--- src/rtl/fdet_pkg.sv ---
package fdet_pkg;

    // Source selected for the next reference phase value
    typedef enum logic [1:0] {
        REF_HOLD    = 2'd0,
        REF_ACCUM   = 2'd1,
        REF_RESTART = 2'd2,
        REF_CLOSE   = 2'd3
    } ref_sel_e;

endpackage

--- src/rtl/fdet_sample.sv ---
module fdet_sample #(
    parameter int CNT_W  = 16,
    parameter int FRAC_W = 10,
    localparam int PW    = CNT_W + FRAC_W
) (
    input  logic              clk,
    input  logic              rst_n,
    input  logic              tick,
    input  logic [CNT_W-1:0]  var_cnt,
    input  logic [FRAC_W-1:0] frac_err,
    output logic [PW-1:0]     var_prev,
    output logic [PW-1:0]     eps_prev
);

    typedef struct packed {
        logic [PW-1:0] var_ph;
        logic [PW-1:0] eps;
    } smp_t;

    smp_t smp_d, smp_q;

    always_comb begin
        smp_d = smp_q;
        if (tick) begin
            smp_d.var_ph = {var_cnt, {FRAC_W{1'b0}}};
            smp_d.eps    = PW'(frac_err);
        end
    end

    always_ff @(posedge clk or negedge rst_n) begin
        if (!rst_n) smp_q <= '0;
        else        smp_q <= smp_d;
    end

    assign var_prev = smp_q.var_ph;
    assign eps_prev = smp_q.eps;


    sample_hold_chk: assert property (@(posedge clk) disable iff (!rst_n)
        !tick |=> ($stable(var_prev) && $stable(eps_prev)));

endmodule

--- src/rtl/fdet_ref_accum.sv ---
module fdet_ref_accum
    import fdet_pkg::*;
#(
    parameter int PW = 26
) (
    input  logic          clk,
    input  logic          rst_n,
    input  ref_sel_e      sel,
    input  logic [PW-1:0] fcw_ext,
    input  logic [PW-1:0] var_prev,
    input  logic [PW-1:0] eps_prev,
    output logic [PW-1:0] ref_nxt
);

    logic [PW-1:0] ref_d, ref_q;

    always_comb begin
        unique case (sel)
            REF_ACCUM:   ref_d = ref_q + fcw_ext;
            REF_RESTART: ref_d = var_prev + fcw_ext;
            REF_CLOSE:   ref_d = ref_q + fcw_ext - eps_prev;
            default:     ref_d = ref_q;
        endcase
    end

    always_ff @(posedge clk or negedge rst_n) begin
        if (!rst_n) ref_q <= '0;
        else        ref_q <= ref_d;
    end

    assign ref_nxt = ref_d;


    ref_hold_chk: assert property (@(posedge clk) disable iff (!rst_n)
        (sel == REF_HOLD) |=> $stable(ref_q));

endmodule

--- src/rtl/fdet_core.sv ---
module fdet_core
    import fdet_pkg::*;
#(
    parameter int INT_W  = 8,
    parameter int FRAC_W = 10,
    parameter int CNT_W  = 16,
    localparam int FCW_W = INT_W + FRAC_W,
    localparam int PW    = CNT_W + FRAC_W
) (
    input  logic              clk,
    input  logic              rst_n,
    input  logic              ref_tick,
    input  logic              acq_mode,
    input  logic              zpr_en,
    input  logic              close_req,
    input  logic [FCW_W-1:0]  fcw,
    input  logic [CNT_W-1:0]  var_cnt,
    input  logic [FRAC_W-1:0] frac_err,
    output logic [PW-1:0]     acq_err,
    output logic [PW-1:0]     phase_err,
    output logic              err_valid
);

    typedef struct packed {
        logic [PW-1:0] acq;
        logic [PW-1:0] ph;
        logic          vld;
    } out_t;

    out_t          out_d, out_q;
    ref_sel_e      sel;
    logic [PW-1:0] fcw_ext, var_now, eps_now;
    logic [PW-1:0] var_prev, eps_prev, ref_nxt;
    logic [PW-1:0] diff;

    assign fcw_ext = PW'(fcw);
    assign var_now = {var_cnt, {FRAC_W{1'b0}}};
    assign eps_now = PW'(frac_err);

    // Close request outranks zero-phase restart
    always_comb begin
        if (!ref_tick)                sel = REF_HOLD;
        else if (close_req)           sel = REF_CLOSE;
        else if (acq_mode && zpr_en)  sel = REF_RESTART;
        else                          sel = REF_ACCUM;
    end

    fdet_sample #(.CNT_W(CNT_W), .FRAC_W(FRAC_W)) i_sample (
        .clk      (clk),
        .rst_n    (rst_n),
        .tick     (ref_tick),
        .var_cnt  (var_cnt),
        .frac_err (frac_err),
        .var_prev (var_prev),
        .eps_prev (eps_prev)
    );

    fdet_ref_accum #(.PW(PW)) i_ref (
        .clk      (clk),
        .rst_n    (rst_n),
        .sel      (sel),
        .fcw_ext  (fcw_ext),
        .var_prev (var_prev),
        .eps_prev (eps_prev),
        .ref_nxt  (ref_nxt)
    );

    always_comb begin
        out_d     = out_q;
        out_d.vld = ref_tick;
        diff      = ref_nxt - var_now + eps_now;
        if (ref_tick) begin
            out_d.ph  = diff;
            out_d.acq = diff - eps_prev;
        end
    end

    always_ff @(posedge clk or negedge rst_n) begin
        if (!rst_n) out_q <= '0;
        else        out_q <= out_d;
    end

    assign acq_err   = out_q.acq;
    assign phase_err = out_q.ph;
    assign err_valid = out_q.vld;


    frac_nonzero_chk: assert property (@(posedge clk) disable iff (!rst_n)
        ref_tick |-> (frac_err != '0));


    out_hold_chk: assert property (@(posedge clk) disable iff (!rst_n)
        !ref_tick |=> ($stable(acq_err) && $stable(phase_err) && !err_valid));


    eps_gap_chk: assert property (@(posedge clk) disable iff (!rst_n)
        ref_tick |=> ((phase_err - acq_err) == $past(eps_prev)));


    valid_after_tick_chk: assert property (@(posedge clk) disable iff (!rst_n)
        ref_tick |=> err_valid);

endmodule

--- config.mk ---
export PLATFORM = sky130hd
export DESIGN_NAME = fdet_core
export DESIGN_NICKNAME = d
export VERILOG_FILES = /design/src/rtl/fdet_pkg.sv /design/src/rtl/fdet_sample.sv /design/src/rtl/fdet_ref_accum.sv /design/src/rtl/fdet_core.sv
export SDC_FILE = /design/constraint.sdc
export NUM_CORES = 1
export LEC_CHECK = 0
export ABC_AREA = 1
export BUFFER_PORTS_ARGS = -buffer_cell sky130_fd_sc_hd__buf_2
export CAP_MARGIN = 20
export CORE_MARGIN = 5
export CORE_UTILIZATION = 45
export DETAILED_ROUTE_END_ITERATION = 10
export SLEW_MARGIN = 20
export SYNTH_ARGS = -nofsm -noshare
export SYNTH_HDL_FRONTEND = slang
export SYNTH_SLANG_ARGS = --single-unit
--- constraint.sdc ---
create_clock -name clk -period 7.18 [get_ports clk]
set_input_delay 0.359 -clock clk [delete_from_list [all_inputs] [get_ports clk]]
set_output_delay 0.359 -clock clk [all_outputs]
set_load 0.01 [all_outputs]
==> results of run 1 <==
==> power breakdown <==
part | switching (uW) | internal, uW
combinational | 1770 | 1020
clock | 232 | 349
sequential | 113 | 787
==> cell families after synthesis <==
family,share of synthesized area
and+or+nand+nor,0.307
buffers and inverters,0.105
xor gates and xnor gates,0.0403
adders and majority gates,0.134
AOI/OAI and AO/OA,0.138
DFF,0.276
==> per-stage QoR <==
step                      hold WS (ns)  setup slack, ns  cells
after global routing            0.0737            0.190   1788
after CTS                       0.0428            0.924   1788
after detailed placement         0.434            0.840   1773
after global placement           0.427            0.891   1773
final                           0.0168            0.854   1789
after floorplan                 0.0634             1.87   1419
==> area by class of cell <==
cell class | count | share of cell area
well taps | 275 | 0.0324
clock buffers | 10 | 0.0225
repair buffers | 106 | 0.0513
multi-input cells | 1048 | 0.552
clock inverters | 5 | 0.00977
inverters | 239 | 0.0844
diodes | 1 | 0.000235
flip-flops and latches | 105 | 0.247
==> state kept, by name, summed over array words and instances (netlist names) <==
| signal | count |
|---|---|
| i_sample.eps_prev | 10 |
| phase_err | 26 |
| err_valid | 1 |
| i_ref.ref_q | 26 |
| acq_err | 26 |
| i_sample.var_prev | 16 |
==> layout by cell type, fill, tap and decap left out, types with 8 or more instances in the layout <==
cell type / n
inv_1: 235
nand2_1: 414
clkbuf_16: 9
xnor2_1: 15
a31oi_1: 11
ha_1: 95
dfrtp_1: 105
a21oi_1: 73
nand3_1: 74
o21ai_0: 103
nand3_2: 8
buf_2: 100
nor2_2: 11
xor2_1: 25
nand2_2: 20
nor2_1: 97
nand4_1: 22
==> routing by layer <==
layer	track usage	vias to the layer above
li1	-	4742
met1	0.329	3989
met2	0.342	164
met3	0.0295	35
met4	0.0592	6
met5	0	-
==> worst max-delay path by stage <==
stage | startpoint | cells after the start | slack [ns] | to
after detailed placement | fcw[0] | 38 | 0.84 | acq_err[23]
after CTS | i_ref.ref_q[0] | 37 | 0.92 | acq_err[23]
after floorplan | fcw[0] | 39 | 1.87 | acq_err[25]
after global routing | i_ref.ref_q[0] | 37 | 0.19 | acq_err[24]
after global placement | fcw[0] | 40 | 0.89 | acq_err[25]
final | i_ref.ref_q[0] | 37 | 0.85 | acq_err[23]
==> worst max-delay path: cells and delay by family (launching register included) <==
| kind | cells | cell delay, ns |
|---|---|---|
| flip-flops | 1 | 0.36 |
| buffers and inverters | 5 | 0.36 |
| AO/OA/AOI/OAI | 7 | 1.08 |
| adder cells (fa/ha/maj) | 6 | 1.97 |
| XOR/XNOR | 4 | 0.75 |
| AND/OR/NAND/NOR | 15 | 1.65 |
==> run_results.csv, run 1 <==
group,metric,value,unit
finish,final_util,0.509,
logic_synthesis,postSynthAreaPerCell,6.70,um^2
critical_path,worstPathArrival,6.54,ns
route,viasPerCell,4.99,
critical_path,r2r_end,"acq_err[23]",
finish,fill_cells,2153,
finish,ff_latch_area,2630,um^2
timing,final.min_clock_period,6.33,ns
critical_path,required,7.39,ns
grt,grt_max_degree,75,
clocking,cts-htree-levels,3,
logic_synthesis,synth_top_area_share,0.276,
critical_path,cp-end-kind,"flip-flop",
logic_synthesis,synthTopCellsByArea,"dfrtp_1 28%, nand2_1 16%, ha_1 13%",
clocking,root_buffer,"clkbuf_16",
logic_synthesis,yosysTopAreaCell,"dfrtp_1",
clocking,clkSinkCount,105,
clocking,cts_tree,"built",
route,drcViolationCount,0,
floorplanning,die_y,155,um
finish,fin_nets,1658,
placement,portBuffers,102,
timing,hold_viol,0,
clocking,post_cts_buffers,0,
run_status,status,"finished clean",
clocking,cts_resized,0,
route,wl_per_cell,14.6,um
route,vias,8936,
timing,finalSetupViolCount,0,
clocking,clockBufferDepth,2,
route,wl_met1,13.4,mm
pwr,p_leak,0.00572,uW
timing,fmax,0.158,GHz
floorplanning,io_pins,103,
grt,grt_overflow,0,
route,met2_length,11.3,mm
logic_synthesis,synth_seq_cells,105,
timing,min_period_over_period,0.881,
route,initialDrtViolationCount,624,
logic_synthesis,yosysSeqAreaShare,0.276,
logic_synthesis,synth_edf_count,0,
floorplanning,start_util,0.455,
route,dr.pass1.iters,7,
floorplanning,dieArea,24100,um^2
grt,antenna_found_initial,3,
clocking,clkSlewWorstSetupHoldPaths,0.07,ns
critical_path,critPathMaxFanout,4,
critical_path,reg2reg_from,"i_ref.ref_q[0]",
logic_synthesis,synthTopCellsByCount,"414 x nand2_1, 236 x inv_1, 105 x dfrtp_1",
critical_path,path_common_cell,"nand2_1",
grt,grt_pass1_vias,8734,
grt,grt_pass1_wl,43.3,mm
critical_path,crit_type,"reg2reg",
finish,multiInputGateArea,5870,um^2
logic_synthesis,ys_warn_count,0,
timing,rsz0062_at_grt,"no",
logic_synthesis,synthesis.nets,1568,
clocking,ctsHoldBuffers,0,
placement,place_hpwl,21.1,mm
timing,timing.slew.headroom,0.491,
critical_path,reg2reg_depth,37,
route,wirelength,26.2,mm
finish,areaGrowthSynthToFinish,11.9,%
finish,fin_area,10600,um^2
floorplanning,rows,53,
hold_path,hp-class,"in2async",
route,ant_nets,0,
logic_synthesis,synth_cells,1419,
route,wl_met3,1.02,mm
pwr,pwr_density_cell,402,nW/um^2
clocking,insertion_delay,0.36,ns
logic_synthesis,synth_most_common_cell,"nand2_1",
timing,finalSetupTns,0,ns
floorplanning,core_area,20900,um^2
logic_synthesis,synth.distinct_cells,47,
placement,place_area,10300,um^2
clocking,numCtsBuffers,9,
timing,worst_slew_pin_slew,0.763,ns
critical_path,start_kind,"flip-flop",
timing,drv_slew,0,
critical_path,cp_slowest_cell,"fa_1",
job,cap_violations,0,
route,highest_layer,"met5",
placement,gp_congestion,0.900,
pwr,ir_drop,0.209,mV
critical_path,max_stage_delay,0.44,ns
timing,fin_skew,0.00807,ns
logic_synthesis,synthFlopType,"dfrtp_1",
logic_synthesis,netlist_area,9500,um^2
pwr,power.total,4270,uW
grt,track_usage,0.222,
logic_synthesis,synthArstFlopShare,1.00,
floorplanning,floorplan.die.width,155,um
critical_path,regToRegSetupSlack,0.85,ns
finish,drive_gt1_frac,0.120,
Note: power is estimated with default switching activity, not from simulation.
==> run 2, diff against run 1 <==
--- a/config.mk
+++ b/config.mk
@@ -6,11 +6,13 @@
 export NUM_CORES = 1
 export LEC_CHECK = 0
 export ABC_AREA = 1
-export BUFFER_PORTS_ARGS = -buffer_cell sky130_fd_sc_hd__buf_2
+export ABC_CLOCK_PERIOD_IN_PS = 7180
 export CAP_MARGIN = 20
 export CORE_MARGIN = 5
 export CORE_UTILIZATION = 45
+export CTS_BUF_LIST = sky130_fd_sc_hd__clkbuf_2 sky130_fd_sc_hd__clkbuf_4 sky130_fd_sc_hd__clkbuf_8
 export DETAILED_ROUTE_END_ITERATION = 10
+export DONT_BUFFER_PORTS = 1
 export SLEW_MARGIN = 20
 export SYNTH_ARGS = -nofsm -noshare
 export SYNTH_HDL_FRONTEND = slang
==> run 2 against run 1 <==
Critical path depth down 1. Non-clock buffer count is 101 lower. Wire length fell by 0.70%. Clock skew increased by 0.0065 ns. First-iteration DRC count decreased by 21%. Highest routed layer is now met4. Register-to-register slack better by 0.05 ns. Design area is 5.7% lower. Clock power is 28% lower. Combinational power shrank 8.2%. Largest cell class unchanged. Largest power group unchanged.
==> run_results.csv, run 2 (synthesis gave the netlist of run 1 again) <==
group,metric,value,unit
run_status,status,"finished clean",
pwr,p_leak,0.00525,uW
critical_path,start_kind,"flip-flop",
critical_path,reg2reg_depth,36,
pwr,ir_drop,0.269,mV
critical_path,regToRegSetupSlack,0.90,ns
finish,fill_cells,2178,
pwr,pwr-share-comb,0.645,
critical_path,crit_type,"reg2reg",
clocking,cts-htree-levels,3,
pwr,pwr_density_cell,396,nW/um^2
clocking,ctsHoldBuffers,3,
critical_path,cp_slowest_cell,"fa_1",
hold_path,whs_path_depth,1,
route,initialDrtViolationCount,491,
grt,track_usage,0.221,
finish,mostFrequentLayoutCell,"nand2_1",
timing,hold_viol,0,
route,vias,8537,
timing,finalSetupTns,0,ns
critical_path,path_common_cell,"nand2_1",
route,wl_per_cell,15.4,um
floorplanning,floorplan.die.width,155,um
floorplanning,dieArea,24100,um^2
timing,fmax,0.159,GHz
finish,fin_nets,1557,
critical_path,required,7.49,ns
route,drcViolationCount,0,
floorplanning,start_util,0.455,
critical_path,worstPathArrival,6.59,ns
pwr,power.total,3970,uW
finish,drive_gt1_frac,0.0559,
timing,rsz0062_at_grt,"no",
job,cap_violations,0,
route,dr.pass1.iters,6,
hold_path,holdPathEnd,"i_sample.var_prev[22]",
pwr,power_switching,2050,uW
route,ant_nets,0,
timing,finalSetupViolCount,0,
grt,grt_pass1_vias,8407,
timing,min_period_over_period,0.874,
clocking,insertion_delay,0.39,ns
grt,antenna_found_initial,0,
timing,drv_slew,0,
timing,worst_slew_pin_slew,0.753,ns
critical_path,cp-end-kind,"flip-flop",
hold_path,hold_start,"ref_tick",
clocking,root_buffer,"clkbuf_8",
finish,areaGrowthSynthToFinish,5.48,%
placement,portBuffers,0,
floorplanning,rows,53,
floorplanning,core_area,20900,um^2
clocking,numCtsBuffers,9,
floorplanning,io_pins,103,
grt,grt_pass1_wl,42.9,mm
finish,antenna_cells,0,
grt,grt_overflow,0,
pwr,sequentialPowerShare,0.250,
route,viasPerCell,5.06,
clocking,clkSlewWorstSetupHoldPaths,0.11,ns
clocking,post_cts_buffers,0,
route,wirelength,26.0,mm
critical_path,reg2reg_from,"i_ref.ref_q[0]",
pwr,sw_frac_of_total,0.517,
pwr,clkPwrFrac,0.105,
critical_path,max_stage_delay,0.43,ns
hold_path,hp-class,"in2reg",
critical_path,critPathMaxFanout,4,
timing,fin_skew,0.0146,ns
clocking,cts_tree,"built",
grt,grt_max_degree,111,
floorplanning,die_y,155,um
clocking,cts_resized,0,
placement,place_hpwl,20.9,mm
pwr,power.internal,1920,uW
finish,final_cell_mix,"414 x nand2_1, 235 x inv_1, 105 x dfrtp_1, 103 x o21ai_0, 97 x nor2_1",
critical_path,r2r_end,"acq_err[24]",
placement,gp_congestion,0.939,
timing,final.min_clock_period,6.28,ns
clocking,clkSinkCount,105,
timing,timing.slew.headroom,0.498,
clocking,clockBufferDepth,2,
## run 2: cell types whose count changed in the layout (fill, tap and decap cells not counted), sizes merged
cell | before | now
bufinv | 3 | 2
clkbuf | 10 | 11
clkinvlp | 0 | 2
buf | 106 | 3
clkinv | 4 | 3
dlygate4sd3 | 0 | 2
diode | 1 | 0
## run 2: power groups by stage
stage | Combinational [uW] | Clock, uW | Sequential, uW
2_1_floorplan | 2030 | 0 | 953
3_5_place_dp | 2520 | 0 | 1010
3_3_place_gp | 2500 | 0 | 1010
5_1_grt | 2960 | 459 | 1030
6_report | 2560 | 416 | 992
4_1_cts | 2560 | 431 | 997
## run 2: cell type report
type                            instances  area (um^2)  share of cell area
Sequential cell                       105         2630               0.262
Clock inverter                          5         80.1             0.00799
Clock buffer                           11          139              0.0139
Multi-Input combinational cell       1048         5870               0.586
Inverter                              239          897              0.0895
Tap cell                              275          344              0.0343
Timing Repair Buffer                    5         62.6             0.00624
## run 2: worst max-delay path: cells and delay by family (launching register included)
family          cells  cell delay [ns]
flops               1             0.37
simple gates       16             1.83
compound gates      9             1.45
xor+xnor            2             0.61
fa+ha+maj           5             1.61
buf+inv             4             0.33
## run 2: how the worst max path moves through the flow
| stage | cells past startpoint | slack, ns | to | startpoint |
|---|---|---|---|---|
| after floorplan | 39 | 1.87 | acq_err[25] | fcw[0] |
| after global placement | 39 | 1.06 | acq_err[25] | fcw[0] |
| after detailed placement | 36 | 0.99 | acq_err[24] | fcw[0] |
| after CTS | 36 | 0.95 | acq_err[24] | i_ref.ref_q[0] |
| after global routing | 36 | 0.29 | acq_err[24] | i_ref.ref_q[0] |
| final | 36 | 0.90 | acq_err[24] | i_ref.ref_q[0] |
## run 2: routing by layer
metal	global-route usage	share of wire	vias up
met2	0.344	0.43	171
met5	0	0	-
met3	0.0470	0.059	28
li1	-	-	4545
met4	0.0584	0.020	0
met1	0.314	0.49	3793
## run 2: through the flow
stage	instances	hold WS, ns	utilization	area [um^2]	setup WS [ns]
2_1_floorplan	1419	0.0634	-	9500	1.87
3_3_place_gp	1669	0.0661	0.467	9760	1.06
3_5_place_dp	1669	0.0663	0.467	9760	0.990
4_1_cts	1688	0.0480	0.480	10000	0.947
5_1_grt	1688	0.0590	0.480	10000	0.293
6_report	1688	0.0776	0.480	10000	0.903
